<file path="src/rtl/calSeqPkg.sv">
package calSeqPkg;
  localparam logic [2:0] MODE_IDLE   = 3'b000;
  localparam logic [2:0] MODE_ZS_CAL = 3'b100;
  localparam logic [2:0] MODE_FS_CAL = 3'b101;

  // strobes from control to coefficient storage
  typedef struct packed {
    logic wrOffset;
    logic wrGain;
  } coefStrobeT;

  function automatic logic isCalCode(input logic [2:0] code);
    return code[2:1] == 2'b10;
  endfunction
endpackage

</file>
<file path="src/rtl/calCtrl.sv">
module calCtrl
  import calSeqPkg::*;
#(
  parameter int CH_W          = 2,
  parameter int CHOP_PERIODS  = 22,
  parameter int PLAIN_PERIODS = 24
) (
  input  logic            clk,
  input  logic            rstN,
  input  logic            modeWrEn,
  input  logic [2:0]      modeWrData,
  input  logic            modTick,
  input  logic            chopEn,
  input  logic [CH_W-1:0] chanSel,
  input  logic            filtValid,
  output logic [2:0]      mode,
  output logic            rdy,
  output logic [CH_W-1:0] calChan,
  output coefStrobeT      strb
);
  localparam int MAX_PERIODS = (CHOP_PERIODS > PLAIN_PERIODS) ? CHOP_PERIODS : PLAIN_PERIODS;
  localparam int CNT_W = $clog2(MAX_PERIODS);
  localparam logic [CNT_W-1:0] CHOP_LAST  = CNT_W'(CHOP_PERIODS - 1);
  localparam logic [CNT_W-1:0] PLAIN_LAST = CNT_W'(PLAIN_PERIODS - 1);

  logic             pendValid;
  logic [2:0]       pendCode;
  logic [2:0]       modeQ;
  logic             busy;
  logic             isGain;
  logic [CH_W-1:0]  chanQ;
  logic [CNT_W-1:0] lastIdx;
  logic [CNT_W-1:0] cnt;
  logic             applyCmd;
  logic             lastHit;

  assign applyCmd = modTick && pendValid;
  assign lastHit  = busy && filtValid && !applyCmd && (cnt == lastIdx);

  always_ff @(posedge clk) begin
    if (!rstN) begin
      pendValid <= 1'b0;
      pendCode  <= MODE_IDLE;
      modeQ     <= MODE_IDLE;
      busy      <= 1'b0;
      isGain    <= 1'b0;
      chanQ     <= '0;
      lastIdx   <= PLAIN_LAST;
      cnt       <= '0;
    end else begin
      if (applyCmd) begin
        modeQ     <= pendCode;
        pendValid <= 1'b0;
        busy      <= isCalCode(pendCode);
        if (isCalCode(pendCode)) begin
          isGain  <= pendCode[0];
          chanQ   <= chanSel;
          lastIdx <= chopEn ? CHOP_LAST : PLAIN_LAST;
          cnt     <= '0;
        end
      end else if (busy && filtValid) begin
        if (lastHit) begin
          busy  <= 1'b0;
          modeQ <= MODE_IDLE;
        end else begin
          cnt <= cnt + 1'b1;
        end
      end
      if (modeWrEn) begin
        pendValid <= 1'b1;
        pendCode  <= modeWrData;
      end
    end
  end

  assign mode          = modeQ;
  assign rdy           = busy;
  assign calChan       = chanQ;
  assign strb.wrOffset = lastHit && !isGain;
  assign strb.wrGain   = lastHit && isGain;
endmodule

</file>
<file path="src/rtl/calCoefRegs.sv">
module calCoefRegs
  import calSeqPkg::*;
#(
  parameter int NUM_CH = 4,
  parameter int DATA_W = 24
) (
  input  logic                      clk,
  input  logic                      rstN,
  input  coefStrobeT                strb,
  input  logic [$clog2(NUM_CH)-1:0] wrChan,
  input  logic [DATA_W-1:0]         wrData,
  input  logic [$clog2(NUM_CH)-1:0] rdChan,
  output logic [DATA_W-1:0]         rdOffset,
  output logic [DATA_W-1:0]         rdGain
);
  localparam logic [DATA_W-1:0] GAIN_INIT = {1'b1, {(DATA_W-1){1'b0}}};

  logic [DATA_W-1:0] offsetQ [NUM_CH];
  logic [DATA_W-1:0] gainQ   [NUM_CH];

  for (genvar ch = 0; ch < NUM_CH; ch++) begin : gCh
    always_ff @(posedge clk) begin
      if (!rstN) begin
        offsetQ[ch] <= '0;
        gainQ[ch]   <= GAIN_INIT;
      end else if (wrChan == ch) begin
        if (strb.wrOffset) offsetQ[ch] <= wrData;
        if (strb.wrGain)   gainQ[ch]   <= wrData;
      end
    end
  end

  assign rdOffset = offsetQ[rdChan];
  assign rdGain   = gainQ[rdChan];
endmodule

</file>
<file path="src/rtl/calSequencer.sv">
module calSequencer
  import calSeqPkg::*;
#(
  parameter int NUM_CH        = 4,
  parameter int DATA_W        = 24,
  parameter int CHOP_PERIODS  = 22,
  parameter int PLAIN_PERIODS = 24,
  localparam int CH_W         = $clog2(NUM_CH)
) (
  input  logic              clk,
  input  logic              rstN,
  input  logic              modeWrEn,
  input  logic [2:0]        modeWrData,
  input  logic              modTick,
  input  logic              chopEn,
  input  logic [CH_W-1:0]   chanSel,
  input  logic              filtValid,
  input  logic [DATA_W-1:0] filtData,
  input  logic [CH_W-1:0]   rdChan,
  output logic [2:0]        mode,
  output logic              rdy,
  output logic [DATA_W-1:0] rdOffset,
  output logic [DATA_W-1:0] rdGain
);
  coefStrobeT      strb;
  logic [CH_W-1:0] calChan;

  calCtrl #(
    .CH_W(CH_W), .CHOP_PERIODS(CHOP_PERIODS), .PLAIN_PERIODS(PLAIN_PERIODS)
  ) uCtrl (
    .clk(clk), .rstN(rstN), .modeWrEn(modeWrEn), .modeWrData(modeWrData),
    .modTick(modTick), .chopEn(chopEn), .chanSel(chanSel), .filtValid(filtValid),
    .mode(mode), .rdy(rdy), .calChan(calChan), .strb(strb)
  );

  calCoefRegs #(.NUM_CH(NUM_CH), .DATA_W(DATA_W)) uCoef (
    .clk(clk), .rstN(rstN), .strb(strb), .wrChan(calChan), .wrData(filtData),
    .rdChan(rdChan), .rdOffset(rdOffset), .rdGain(rdGain)
  );
endmodule

</file>
<file path="config.mk">
export PLATFORM = sky130hd
export DESIGN_NAME = calSequencer
export DESIGN_NICKNAME = d
export VERILOG_FILES = /design/src/rtl/calSeqPkg.sv /design/src/rtl/calCtrl.sv /design/src/rtl/calCoefRegs.sv /design/src/rtl/calSequencer.sv
export SDC_FILE = /design/constraint.sdc
export NUM_CORES = 1
export LEC_CHECK = 0
export BUFFER_PORTS_ARGS = -buffer_cell sky130_fd_sc_hd__buf_2
export CORE_UTILIZATION = 45
export CTS_CLUSTER_SIZE = 30
export DETAILED_ROUTE_END_ITERATION = 10
export GPL_ROUTABILITY_DRIVEN = 0
export PLACE_DENSITY_LB_ADDON = 0.1
export SYNTH_ARGS = -nofsm -noshare
export SYNTH_HDL_FRONTEND = slang
export SYNTH_HIERARCHICAL = 1
export SYNTH_SLANG_ARGS = --single-unit
</file>
<file path="constraint.sdc">
create_clock -name clk -period 3.4 [get_ports clk]
set_input_delay 0.51 -clock clk [delete_from_list [all_inputs] [get_ports clk]]
set_output_delay 0.51 -clock clk [all_outputs]
set_load 0.005 [all_outputs]
</file>
==> results_dict.tcl, run 1 <==
set metrics [dict create \
    place_hpwl_mm 12.5 \
    place.port_buffers 88 \
    ioPinCount 89 \
    cts_tree "yes" \
    cts_hold_buffers 0 \
    cts_post_setup_buffers_inserted 0 \
    core-area_um2 19700 \
    power.share.switching_pct 21.4 \
    grt_first_pass_wirelength_mm 30.5 \
    synth-seq-cells 209 \
    cp-end-kind "output port" \
    final_cell_area_um2 10600 \
    drive_gt1_share_pct 29.2 \
    netlist_top_cells_count "sky130_fd_sc_hd__edfxtp_1 (192), sky130_fd_sc_hd__and2_1 (188), sky130_fd_sc_hd__mux4_2 (48)" \
    pwr-share-clk_pct 40.2 \
    avgRoutedWirePerCell_um 21.2 \
    via_per_inst 5.22 \
    vias 4912 \
    postCtsResizedCells 0 \
    route.detailed.drc 0 \
    die_area_um2 20800 \
    ff2ff_setup_slack_ns 1.10 \
    syn-num-nets 597 \
    initial_utilization_pct 46.2 \
    cp_data_required_time_ns 2.89 \
    worstSkewPairLatency_ns 0.50 \
    grt_overflow_total 0 \
    cts_root_buffer "sky130_fd_sc_hd__clkbuf_16" \
    setup_violations 0 \
    highest_clock_rate_mhz 433 \
    net_switching_power_w 0.00119 \
    yosys-top-cells-area "sky130_fd_sc_hd__edfxtp_1 (63%), sky130_fd_sc_hd__and2_1 (13%), sky130_fd_sc_hd__mux4_2 (12%)" \
    critPathKind "input port to output port" \
    synth_largest_area_cell "sky130_fd_sc_hd__edfxtp_1" \
    grt_max_degree 49 \
    syn_avg_cell_area_um2 16.3 \
    timing.max_cap.violations 0 \
    leakage_nw 3.86 \
    globalRouteTotalUtil_pct 20.3 \
    nNetsFinal 697 \
    yosys_warnings 6 \
    ant_nets 0 \
    worst_slew_margin_rel_pct 55.7 \
    via_count_of_the_first_global_routing_pass 5212 \
    synthDominantCellAreaShare_pct 63.5 \
    report.final.hold_viol_count 0 \
    tightestPinTransition_ns 0.665 \
    die-width_um 144 \
    pwr_density_cell_nw_per_um2 522 \
    critical_path_maximum_fanout 30 \
    vdd_ir_drop_max_uv 350 \
    setup.worst_path.start_class "input port" \
    numCtsBuffers 23 \
    hold_class "input port to flip-flop" \
    p_int_w 0.00436 \
    final_min_period_over_clock_period_pct 67.9 \
    drt-initial-drc-count 312 \
    ys.flop_type "sky130_fd_sc_hd__edfxtp_1" \
    timing.clock.skew_ns 0.0128 \
    syn_inst 559 \
    synthesis.area_um2 9090 \
    dr.pass1.iters 5 \
    placed_cell_area_um2 9940 \
    critPathArrivalTime_ns 1.80 \
    synthDistinctLibCells 34 \
    flow.area_growth_from_synthesis_pct 16.8 \
    total_power_w 0.00554 \
    yosysMostFrequentCell "sky130_fd_sc_hd__edfxtp_1" \
    comb_power_share_pct 6.6 \
    finalWirelength_mm 19.9 \
    number_of_flops_mapped_to_enable_cells_by_yosys 192 \
    finalCriticalPeriod_ns 2.31 \
    clock-sinks 209 \
    cts.clk_slew.worst_paths_ns 0.05 \
    outcome "complete, no violations" \
    grt_antenna_before_repair 2 \
    power.share.sequential_pct 53.3 \
    ys_async_sr_fraction_pct 0 \
    placementRows 51 \
    cts_buffer_depth 3 \
    slew_violations 0 \
    unrepaired_setup_endpoints_after_global_routing "no" \
    h-tree-depth 1 \
    yosysSeqAreaShare_pct 67.2 \
    die_height_um 144 \
]
==> final cells by class <==
| class | instances | area, um2 |
|---|---|---|
| inverter | 2 | 7.51 |
| sequential | 209 | 6110 |
| clock buffer | 30 | 612 |
| fill | 1654 | 9040 |
| antenna | 1 | 2.50 |
| timing repair buffer | 107 | 673 |
| clock inverter | 11 | 57.6 |
| multi-input combinational | 316 | 2830 |
| tap | 265 | 332 |
==> layer usage <==
layer  wire (um)  vias up  GRT usage, %
li1            -     2288             -
met1        8310     2472          26.6
met2       10200      129          35.5
met3        1110       23          2.98
met4         276        0          5.21
met5           0        -             0
==> cells by family after synthesis <==
logic type | synth area share [%]
adder cells (fa/ha/maj) | 0.138
AND/OR/NAND/NOR | 16.4
multiplexers | 12.6
XOR/XNOR | 0.289
AO/OA/AOI/OAI | 1.42
buffers and inverters | 2.04
flip-flops | 67.2
==> power groups by stage <==
stage	registers (W)	logic [W]	clock network, W
floorplan	0.00300	0.000190	0
global placement	0.00300	0.000372	0
detailed placement	0.00301	0.000374	0
CTS	0.00295	0.000375	0.00229
global route	0.00296	0.000398	0.00239
finish	0.00295	0.000364	0.00223
==> registers in the layout (all words and copies together), names as in the netlist, 2 cells and up <==
| name | count |
|---|---|
| uCoef/offsetQ | 96 |
| uCtrl/calChan | 2 |
| uCtrl/pendCode | 3 |
| uCoef/gainQ | 96 |
| uCtrl/mode | 3 |
| uCtrl/cnt | 5 |
==> layout by cell type (no fill, tap or decap), types with 8 or more instances in the layout <==
cell type	Yosys	final
sky130_fd_sc_hd__buf_4	2	13
sky130_fd_sc_hd__and2_1	188	188
sky130_fd_sc_hd__edfxtp_1	192	192
sky130_fd_sc_hd__clkbuf_16	0	23
sky130_fd_sc_hd__nand2_1	9	9
sky130_fd_sc_hd__o21ai_2	0	8
sky130_fd_sc_hd__mux4_2	48	48
sky130_fd_sc_hd__buf_2	6	87
sky130_fd_sc_hd__dfxtp_1	17	17
==> metrics by stage <==
step | hold slack, ns | TNS (ns) | setup slack, ns | instances | util [%]
2_1_floorplan | 0.453 | -15.50 | -0.110 | 559 | -
3_3_place_gp | 0.476 | 0 | 0.878 | 899 | 50.6
3_5_place_dp | 0.471 | 0 | 0.819 | 899 | 50.6
4_1_cts | 0.208 | 0 | 1.05 | 940 | 54.0
5_1_grt | 0.218 | 0 | 0.905 | 941 | 54.0
6_report | 0.227 | 0 | 1.09 | 941 | 54.0
==> final timing paths <==
path,from,endpoint,cells past startpoint
worst min register to register,uCtrl/mode[1],uCtrl/mode[1],2
worst max-delay path,rdChan[1],rdGain[0],4
worst min-delay path,chopEn,uCtrl/lastIdx[1],2
worst max register to register,uCtrl/cnt[0],uCoef/offsetQ[2][23],6
==> critical path: stages <==
cell,delay [ns]
sky130_fd_sc_hd__buf_2,0.43
sky130_fd_sc_hd__buf_12,0.31
sky130_fd_sc_hd__mux4_2,0.38
sky130_fd_sc_hd__buf_2,0.15
(Power assumes the default switching activity.)
==> run 2: changes to the inputs <==
--- a/config.mk
+++ b/config.mk
@@ -5,6 +5,7 @@
 export SDC_FILE = /design/constraint.sdc
 export NUM_CORES = 1
 export LEC_CHECK = 0
+export ABC_AREA = 1
 export BUFFER_PORTS_ARGS = -buffer_cell sky130_fd_sc_hd__buf_2
 export CORE_UTILIZATION = 45
 export CTS_CLUSTER_SIZE = 30
==> constraint.sdc (replaced) <==
create_clock -name clk -period 2.4 [get_ports clk]
set_input_delay 0.36 -clock clk [delete_from_list [all_inputs] [get_ports clk]]
set_output_delay 0.36 -clock clk [all_outputs]
set_load 0.005 [all_outputs]
==> run 2 against run 1 <==
Against the previous run: the run now ends with DRC left; final cell count up 60%; die area grew 12%; clock skew is 0.0050 ns lower; utilization fell by 1.5 points; worst hold slack got worse by 0.18 ns; power rose by 45%; worst setup slack got worse by 0.75 ns.
==> results_dict.tcl, run 2 <==
set metrics [dict create \
    outcome "finished with violations" \
    violations_in_the_final_reports "DRC" \
    slew_violations 0 \
    total_power_w 0.00805 \
    route.detailed.drc 4 \
    syn_inst 1130 \
    yosys-top-cells-area "sky130_fd_sc_hd__edfxtp_1 (57%), sky130_fd_sc_hd__nand2_1 (10%), sky130_fd_sc_hd__inv_1 (8.4%)" \
    timing.max_cap.violations 0 \
    final_min_period_over_clock_period_pct 85.7 \
    hold_class "input port to flip-flop" \
    crit_path_max_incr_delay_ns 0.45 \
    synthDistinctLibCells 25 \
    tns_ns 0 \
    die-width_um 152 \
    finalWirelength_mm 22.8 \
    nNetsFinal 1246 \
    yosysSeqAreaShare_pct 60.0 \
    placementRows 54 \
    place.port_buffers 88 \
    grt_antenna_before_repair 0 \
    setup_ws_ns 0.344 \
    cts_buffer_depth 3 \
    cp_data_required_time_ns 2.60 \
    postCtsResizedCells 0 \
    cts_tree "yes" \
    cp-end-kind "flip-flop" \
    die_height_um 152 \
    dpl_worst_slack_ns 0.275 \
    netlist_top_cells_count "sky130_fd_sc_hd__nand2_1 (273), sky130_fd_sc_hd__inv_1 (228), sky130_fd_sc_hd__nor2_1 (205)" \
    critPathSlowestCell "sky130_fd_sc_hd__dfxtp_1" \
    report.final.hold_viol_count 0 \
    cts.clk_slew.worst_paths_ns 0.06 \
    timing.clock.skew_ns 0.00785 \
    critPathKind "flip-flop to flip-flop" \
    synthDominantCellAreaShare_pct 56.7 \
    synth_largest_area_cell "sky130_fd_sc_hd__edfxtp_1" \
    critical_path_maximum_fanout 24 \
    pwr_density_cell_nw_per_um2 698 \
    sequential_cell_area_um2 6110 \
    tightestPinTransition_ns 0.628 \
    yosysMostFrequentCell "sky130_fd_sc_hd__nand2_1" \
    setup.worst_path.start_class "flip-flop" \
    ioPinCount 89 \
    critPathArrivalTime_ns 2.26 \
    numCtsBuffers 23 \
    unrepaired_setup_endpoints_after_global_routing "no" \
    core-area_um2 22000 \
    cts_hold_buffers 0 \
    synth-seq-cells 209 \
    dr.pass1.iters 8 \
    num_antenna_cells 0 \
    flow.area_growth_from_synthesis_pct 13.4 \
    cp_common_cell "sky130_fd_sc_hd__nand2_1" \
    largest_registers "uCoef/gainQ (96), uCoef/offsetQ (96), uCtrl/cnt (5)" \
    place_hpwl_mm 13.9 \
    ys_async_sr_fraction_pct 0 \
    layout_common_cells "sky130_fd_sc_hd__nand2_1 (273), sky130_fd_sc_hd__inv_1 (228), sky130_fd_sc_hd__nor2_1 (205)" \
    leakage_nw 5.47 \
    via_per_inst 4.72 \
    clock-sinks 209 \
    grt_first_pass_wirelength_mm 36.7 \
    cts_post_setup_buffers_inserted 0 \
    finalCriticalPeriod_ns 2.06 \
    worst_slew_margin_rel_pct 58.0 \
    setup_violations 0 \
    vias 7098 \
    globalRouteTotalUtil_pct 20.2 \
    worst_path_dominant_cell_family "simple AND/OR/NAND/NOR gates" \
    final.fill_count 2042 \
    via_count_of_the_first_global_routing_pass 6770 \
    critical_path.n_buffers_inverters 2 \
    synthesis.area_um2 10200 \
    worstSkewPairLatency_ns 0.50 \
    die_area_um2 23200 \
    grt_overflow_total 0 \
    layout.cells.most_common "sky130_fd_sc_hd__nand2_1" \
    finish.utilization_pct 52.5 \
    ant_nets 0 \
    initial_utilization_pct 46.3 \
    syn_avg_cell_area_um2 9.00 \
    final_hold_slack_ns 0.0458 \
    highest_clock_rate_mhz 486 \
    grt_max_degree 97 \
    yosys_warnings 6 \
    syn-num-nets 1168 \
    number_of_flops_mapped_to_enable_cells_by_yosys 192 \
    h-tree-depth 1 \
    drt-initial-drc-count 430 \
    vdd_ir_drop_max_uv 439 \
    cp_cell_sequence "nand2_1 -> nor2_2 -> nand3_4 -> nor2_1 -> buf_4 -> nand3_1 -> nand2_1 -> buf_12" \
    cts_root_buffer "sky130_fd_sc_hd__clkbuf_16" \
    ys.flop_type "sky130_fd_sc_hd__edfxtp_1" \
    avgRoutedWirePerCell_um 15.1 \
    multi_input_comb_area_um2 2780 \
    drive_gt1_share_pct 13.1 \
]
[run 2: changes by cell type after synthesis, moves of 10 or more]
| cell | before | now |
|---|---|---|
| sky130_fd_sc_hd__clkbuf_2 | 10 | 0 |
| sky130_fd_sc_hd__inv_1 | 2 | 228 |
| sky130_fd_sc_hd__and2_1 | 188 | 0 |
| sky130_fd_sc_hd__nand2_1 | 9 | 273 |
| sky130_fd_sc_hd__buf_2 | 6 | 24 |
| sky130_fd_sc_hd__nor2_1 | 3 | 205 |
| sky130_fd_sc_hd__buf_6 | 4 | 17 |
| sky130_fd_sc_hd__mux4_2 | 48 | 0 |
| sky130_fd_sc_hd__a21oi_1 | 2 | 13 |
| sky130_fd_sc_hd__nand3_1 | 5 | 112 |
[run 2: area by class of cell]
cell class / count / area share [%]
clock buffers: 33 / 5.49
clock inverters: 8 / 0.315
inverters: 232 / 7.68
multi-input cells: 633 / 24.1
flip-flops and latches: 209 / 52.9
well taps: 280 / 3.04
repair buffers: 109 / 6.49
[run 2: kinds of logic after synthesis]
logic type | synth area share [%]
AND/OR/NAND/NOR | 25.9
AO/OA/AOI/OAI | 1.14
XOR/XNOR | 0.0861
flip-flops | 60.0
adder cells (fa/ha/maj) | 0.123
buffers and inverters | 12.7
[run 2: power by group]
group,total (W),switching (W),leakage [nW],internal (W)
clock,0.00317,0.00135,0.332,0.00182
combinational,0.000693,0.000457,3.18,0.000237
sequential,0.00418,0.0000496,1.96,0.00413
[run 2: final timing paths]
path | cells past startpoint | slack [ns] | startpoint | to
worst max register to register | 8 | 0.34 | uCtrl/cnt[2] | uCoef/gainQ[1][21]
worst min register to register | 2 | 0.47 | uCtrl/isGain | uCtrl/isGain
worst min-delay path | 2 | 0.05 | chopEn | uCtrl/lastIdx[1]
worst max-delay path | 8 | 0.34 | uCtrl/cnt[2] | uCoef/gainQ[1][21]
[run 2: per-stage QoR]
stage	cells	cell area, um2
floorplan	1130	10200
global placement	1463	10900
detailed placement	1463	10900
CTS	1504	11500
global route	1504	11500
finish	1504	11500
[run 2: routing by layer]
metal	up-vias	track usage (%)	share of wire [%]
met4	0	5.39	1.6
met2	154	34.1	48
met3	23	2.93	4.7
met5	-	0	0
li1	3647	-	-
met1	3274	27.2	46
